File: src/rtl/cfg_unlock_pkg.sv
package cfg_unlock_pkg;
   typedef enum logic [1:0] {
      ST_LOCKED = 2'd0,
      ST_ARMED  = 2'd1,
      ST_OPEN   = 2'd2
   } gate_st_e;
endpackage

File: src/rtl/cfg_unlock_decode.sv
module cfg_unlock_decode #(
   parameter int          ADDR_W   = 4,
   parameter int          DATA_W   = 16,
   parameter logic [3:0]  KEY_ADDR = 4'h0,
   parameter logic [3:0]  REG_ADDR = 4'h1,
   parameter logic [15:0] KEY_A    = 16'hABCD,
   parameter logic [15:0] KEY_B    = 16'h4321,
   localparam int         LANES    = DATA_W / 8
) (
   input  logic              wr_en,
   input  logic [ADDR_W-1:0] wr_addr,
   input  logic [LANES-1:0]  wr_be,
   input  logic [DATA_W-1:0] wr_data,
   output logic              key_a_hit,
   output logic              key_b_hit,
   output logic              reg_hit,
   output logic              lane_ok
);
   logic full_wr;
   logic at_key;

   assign full_wr   = &wr_be;
   assign at_key    = wr_en && (wr_addr == ADDR_W'(KEY_ADDR)) && full_wr;
   assign key_a_hit = at_key && (wr_data == DATA_W'(KEY_A));
   assign key_b_hit = at_key && (wr_data == DATA_W'(KEY_B));
   assign reg_hit   = wr_en && (wr_addr == ADDR_W'(REG_ADDR));
   assign lane_ok   = $onehot(wr_be);
endmodule

File: src/rtl/cfg_unlock_fsm.sv
module cfg_unlock_fsm
   import cfg_unlock_pkg::*;
#(
   parameter int WIN_CYC = 4
) (
   input  logic clk,
   input  logic rst_n,
   input  logic key_a_hit,
   input  logic key_b_hit,
   input  logic reg_hit,
   input  logic lane_ok,
   output logic accept,
   output logic window_open,
   output logic violation
);
   localparam int CNT_W = (WIN_CYC > 1) ? $clog2(WIN_CYC) : 1;

   gate_st_e st_q, st_d;
   logic     win_last;
   logic     reject;
   logic     viol_q;

   assign accept = (st_q == ST_OPEN) && reg_hit && lane_ok;
   assign reject = reg_hit && !accept;

   always_comb begin
      st_d = st_q;
      unique case (st_q)
         ST_LOCKED: if (key_a_hit) st_d = ST_ARMED;
         ST_ARMED:  st_d = key_b_hit ? ST_OPEN : ST_LOCKED;
         ST_OPEN:   if (reg_hit || win_last) st_d = ST_LOCKED;
         default:   st_d = ST_LOCKED;
      endcase
   end

   always_ff @(posedge clk or negedge rst_n) begin
      if (!rst_n) st_q <= ST_LOCKED;
      else        st_q <= st_d;
   end

   generate
      if (WIN_CYC > 1) begin : g_win_cnt
         logic [CNT_W-1:0] cnt_q;
         always_ff @(posedge clk or negedge rst_n) begin
            if (!rst_n)
               cnt_q <= '0;
            else if (st_q == ST_ARMED && key_b_hit)
               cnt_q <= CNT_W'(WIN_CYC - 1);
            else if (st_q == ST_OPEN && cnt_q != '0)
               cnt_q <= cnt_q - CNT_W'(1);
         end
         assign win_last = (cnt_q == '0);
      end else begin : g_win_single
         assign win_last = 1'b1;
      end
   endgenerate

   always_ff @(posedge clk or negedge rst_n) begin
      if (!rst_n)      viol_q <= 1'b0;
      else if (reject) viol_q <= 1'b1;
   end

   assign window_open = (st_q == ST_OPEN);
   assign violation   = viol_q;
endmodule

File: src/rtl/cfg_unlock_reg.sv
module cfg_unlock_reg #(
   parameter int          DATA_W  = 16,
   parameter logic [15:0] RST_VAL = 16'h0001,
   localparam int         LANES   = DATA_W / 8
) (
   input  logic              clk,
   input  logic              rst_n,
   input  logic              accept,
   input  logic [LANES-1:0]  wr_be,
   input  logic [DATA_W-1:0] wr_data,
   output logic [DATA_W-1:0] cfg_q
);
   localparam logic [DATA_W-1:0] RST_W = DATA_W'(RST_VAL);

   generate
      for (genvar l = 0; l < LANES; l++) begin : g_lane
         always_ff @(posedge clk or negedge rst_n) begin
            if (!rst_n)
               cfg_q[l*8 +: 8] <= RST_W[l*8 +: 8];
            else if (accept && wr_be[l])
               cfg_q[l*8 +: 8] <= wr_data[l*8 +: 8];
         end
      end
   endgenerate
endmodule

File: src/rtl/cfg_unlock_gate.sv
module cfg_unlock_gate #(
   parameter int          ADDR_W   = 4,
   parameter int          DATA_W   = 16,
   parameter logic [3:0]  KEY_ADDR = 4'h0,
   parameter logic [3:0]  REG_ADDR = 4'h1,
   parameter logic [15:0] KEY_A    = 16'hABCD,
   parameter logic [15:0] KEY_B    = 16'h4321,
   parameter logic [15:0] RST_VAL  = 16'h0001,
   parameter int          WIN_CYC  = 4,
   localparam int         LANES    = DATA_W / 8
) (
   input  logic              clk,
   input  logic              rst_n,
   input  logic              wr_en,
   input  logic [ADDR_W-1:0] wr_addr,
   input  logic [LANES-1:0]  wr_be,
   input  logic [DATA_W-1:0] wr_data,
   output logic [DATA_W-1:0] cfg_q,
   output logic [7:0]        clk_src_sel,
   output logic [7:0]        clk_src_en,
   output logic              window_open,
   output logic              violation
);
   generate
      if (DATA_W % 8 != 0 || DATA_W < 16 || DATA_W > 16)
         $error("cfg_unlock_gate: DATA_W must be 16 (two byte lanes)");
      if (ADDR_W < 1 || ADDR_W > 4)
         $error("cfg_unlock_gate: ADDR_W must be 1..4");
      if (WIN_CYC < 1)
         $error("cfg_unlock_gate: WIN_CYC must be at least 1");
      if (KEY_A == KEY_B)
         $error("cfg_unlock_gate: the two keys must differ");
      if (ADDR_W'(KEY_ADDR) == ADDR_W'(REG_ADDR))
         $error("cfg_unlock_gate: key and register addresses must differ");
   endgenerate

   logic key_a_hit, key_b_hit, reg_hit, lane_ok, accept;

   cfg_unlock_decode #(
      .ADDR_W(ADDR_W), .DATA_W(DATA_W), .KEY_ADDR(KEY_ADDR),
      .REG_ADDR(REG_ADDR), .KEY_A(KEY_A), .KEY_B(KEY_B)
   ) u_dec (
      .wr_en(wr_en), .wr_addr(wr_addr), .wr_be(wr_be), .wr_data(wr_data),
      .key_a_hit(key_a_hit), .key_b_hit(key_b_hit),
      .reg_hit(reg_hit), .lane_ok(lane_ok)
   );

   cfg_unlock_fsm #(.WIN_CYC(WIN_CYC)) u_fsm (
      .clk(clk), .rst_n(rst_n),
      .key_a_hit(key_a_hit), .key_b_hit(key_b_hit),
      .reg_hit(reg_hit), .lane_ok(lane_ok),
      .accept(accept), .window_open(window_open), .violation(violation)
   );

   cfg_unlock_reg #(.DATA_W(DATA_W), .RST_VAL(RST_VAL)) u_reg (
      .clk(clk), .rst_n(rst_n), .accept(accept),
      .wr_be(wr_be), .wr_data(wr_data), .cfg_q(cfg_q)
   );

   assign clk_src_sel = cfg_q[DATA_W-1 -: 8];
   assign clk_src_en  = cfg_q[7:0];
endmodule

File: config.mk
export PLATFORM = sky130hd
export DESIGN_NAME = cfg_unlock_gate
export DESIGN_NICKNAME = d
export VERILOG_FILES = /design/src/rtl/cfg_unlock_pkg.sv /design/src/rtl/cfg_unlock_decode.sv /design/src/rtl/cfg_unlock_fsm.sv /design/src/rtl/cfg_unlock_reg.sv /design/src/rtl/cfg_unlock_gate.sv
export SDC_FILE = /design/constraint.sdc
export NUM_CORES = 1
export LEC_CHECK = 0
export BUFFER_PORTS_ARGS = -buffer_cell sky130_fd_sc_hd__buf_2
export CORE_MARGIN = 2
export CORE_UTILIZATION = 40
export CTS_CLUSTER_DIAMETER = 120
export DETAILED_ROUTE_END_ITERATION = 10
export PLACE_DENSITY = 0.75
export SETUP_SLACK_MARGIN = 0.05
export SKIP_CTS_REPAIR_TIMING = 1
export SYNTH_ARGS = -nofsm -noshare
export SYNTH_HDL_FRONTEND = slang
export SYNTH_HIERARCHICAL = 1
export SYNTH_SLANG_ARGS = --single-unit
File: constraint.sdc
create_clock -name clk -period 1.3 [get_ports clk]
set_input_delay 0.26 -clock clk [delete_from_list [all_inputs] [get_ports clk]]
set_output_delay 0.26 -clock clk [all_outputs]
set_load 0.01 [all_outputs]
==> metrics.txt <==
Netlist cell types 28; fin cells 180; Worst Path Required ~1.0 ns; 1st-pass router iterations 4; total chip power 1080 µW; vias in the first global route between 800 and 900; r2r startpoint u_fsm/g_win_cnt.cnt_q[0]$_DFFE_PN0P_; die height around 57 µm; # diodes 0; Post-Place Worst Slack -0.285 ns; setup violators final 17; Reg2Reg Depth 4; Worst-Skew Late Latency about 0.30 ns; Cells after DPL about 170; Worst IR Drop VDD just over 0.5 mV; Hold WC Path Type input port to flop; Tmin final ~1.4 ns; crit end category primary output; Final period util 1.06; post-route setup slack -0.0786 ns; largest stage delay on the critical path around 0.39 ns; delay-heaviest family, CP flip-flops; clk root buf clkbuf_4; Seq pwr share 0.611; crit path launch u_fsm/st_q[1]$_DFFE_PN0P_; Yosys reg bits 21; setup TNS -0.618 ns; reg2reg end u_fsm/g_win_cnt.cnt_q[1]$_DFFE_PN0P_; clk_skew between 0.006 and 0.007 ns; Slowest-stage cell, CP dfrtp_1; Post-synth EDFFs 0; CTS tree yes; Num CTS Buffers 3; critical path depth in cells 3; CP Max Fanout 2; Max Slew Vio Count 0; first-pass GRT wire length 3780 µm; CP Cell Sequence and2b_2, buf_6, buf_6; Syn Nets 117; vias slightly below 900; ys flop type dfrtp_1; Starting Density 0.411; Via density approximately 5; Gate power share 0.104; Synthesis Warnings 6; Psw 247 µW; R2R Setup Slk -0.06 ns; H-tree levels 1; status finished with violations; internal power approximately 830 µW; post-route ant nets 0; CP arrival between 1 and 1.5 ns; die width 56.6 µm; Hold Vio Cnt, Final 0; Highest Clock Rate 725 MHz; DP HPWL between 1500 and 2000 µm; Setup crit start kind flop; largest net degree at the start of global routing 22; area delta synth->final 37.9%; aggregate global-route resource usage 0.149; slew margin rel. 0.688; WS Path Type flop to primary output; unrepaired setup endpoints after global routing true; number of placed I/O pins a little under 60; Buffers & Inverters on Critical Path 2; initial antenna violation count 0; Post-Syn Area 0.00110 mm²; Core Box Area between 0.002 and 0.003 mm²; Tightest Pin Transition approximately 0.47 ns; total gr overflow 0; power per cell area 710 mW/mm²; Switching Share 0.228; # rows 19; Routed WL approximately 2400 µm; hold path depth 2; gp weighted congestion 0.811; drt drc 0; CTS Sinks 21; Syn Inst Count 90; fin nets approximately 180; worst setup path end window_open; Max Root-Sink Buffers 2; register area share after synthesis 0.477; drt initial violations 17; Clk pwr share 0.285; leakage power 0.000849 µW; PortBufs 58; die footprint around 0.0032 mm²; Max-cap violations 0; Avg Inst Size Synth between 10 and 15 µm²; Worst path most repeated cell buf_6; clock-pin transition on the worst setup and hold timing paths approximately 0.11 ns; drt wl/cell approximately 13 µm; failing checks setup timing; ys async rst share 1.00; layout cells sized above 1 0.705
## layout by cell type, fill, tap and decap left out, types with 2 or more instances in the layout
cell / instances
inv_2: 2
mux2_2: 16
nand2_1: 2
nand3b_1: 2
buf_6: 4
clkbuf_4: 3
a21oi_1: 2
nand2_8: 2
o211ai_1: 2
buf_4: 12
nand4b_1: 2
dfrtp_1: 20
buf_2: 55
o21ai_0: 2
nor2_1: 2
## synth_stat cells (2+ instances only)
master	count	area [µm²]
o21ai_0	2	10.0
o211ai_1	2	15.0
nand4b_1	2	17.5
nor3b_1	2	15.0
buf_4	16	120
nand3b_1	2	15.0
dfrtp_1	20	500
ha_1	2	25.0
mux2_2	16	180
a21oi_1	2	10.0
or4b_1	2	20.0
nand2_1	2	7.51
nand2_2	2	12.5
inv_1	2	7.51
nor2_1	3	11.3
## per-layer routing
layer / global-route usage / up-vias / wire length [µm]
met2: 0.251 / 33 / 1180
met3: 0.0323 / 4 / 161
li1: - / 429 / -
met5: 0 / - / 0
met4: 0.0510 / 0 / 27
met1: 0.189 / 426 / 999
## worst reg2reg max path: cells and delay by family, from the launching register on
family	cells	cell delay [ns]
adder cells (fa/ha/maj)	1	0.18
buffers and inverters	1	0.08
AO/OA/AOI/OAI	1	0.10
flip-flops	1	0.42
AND/OR/NAND/NOR	1	0.50
## stage by stage
step / hold slack [ns] / instance area [µm²] / util
after floorplan: -0.0356 / 1120 / -
after global placement: 0.236 / 1410 / 0.524
after CTS: -0.100 / 1430 / 0.534
after detailed placement: 0.244 / 1410 / 0.524
final: 0.204 / 1520 / 0.567
after global routing: 0.191 / 1520 / 0.567
## cell families after synthesis
kind of cell    count (synthesis)  synth area share
compound gates                  8            0.0464
mux                            16             0.163
simple gates                   24             0.165
fa+ha+maj                       2            0.0226
flops                          21             0.477
buf+inv                        19             0.126
## layout make-up
| type | count | area [µm²] |
|---|---|---|
| fillers | 233 | 1160 |
| flip-flops and latches | 21 | 527 |
| multi-input cells | 50 | 504 |
| repair buffers | 72 | 420 |
| well taps | 31 | 38.8 |
| clock buffers | 4 | 26.3 |
| inverters | 2 | 7.51 |
## power by group through the flow
stage | Clock [µW] | Sequential (µW) | Combinational [µW]
CTS | 326 | 661 | 107
finish | 308 | 661 | 113
floorplan | 0 | 677 | 18.4
global placement | 0 | 674 | 106
global route | 349 | 662 | 125
detailed placement | 0 | 674 | 107
## worst min-delay path by stage
stage | start | to | slack, ns
after floorplan | rst_n | u_fsm/g_win_cnt.cnt_q[0]$_DFFE_PN0P_ | -0.04
after global placement | rst_n | u_reg/cfg_q[3]$_DFFE_PN0P_ | 0.24
after detailed placement | rst_n | u_reg/cfg_q[6]$_DFFE_PN0P_ | 0.24
after CTS | rst_n | u_reg/cfg_q[6]$_DFFE_PN0P_ | -0.10
after global routing | wr_data[8] | u_reg/cfg_q[8]$_DFFE_PN0P_ | 0.19
final | wr_data[0] | u_reg/cfg_q[0]$_DFFE_PN1P_ | 0.20
## sequential cells by signal, summed over array words and instances (netlist names)
signal and cells:
u_fsm/st_q 2, u_fsm/g_win_cnt.cnt_q 2, u_reg/cfg_q 16, u_fsm/violation 1
No activity file was read; power rests on OpenSTA's default activity.
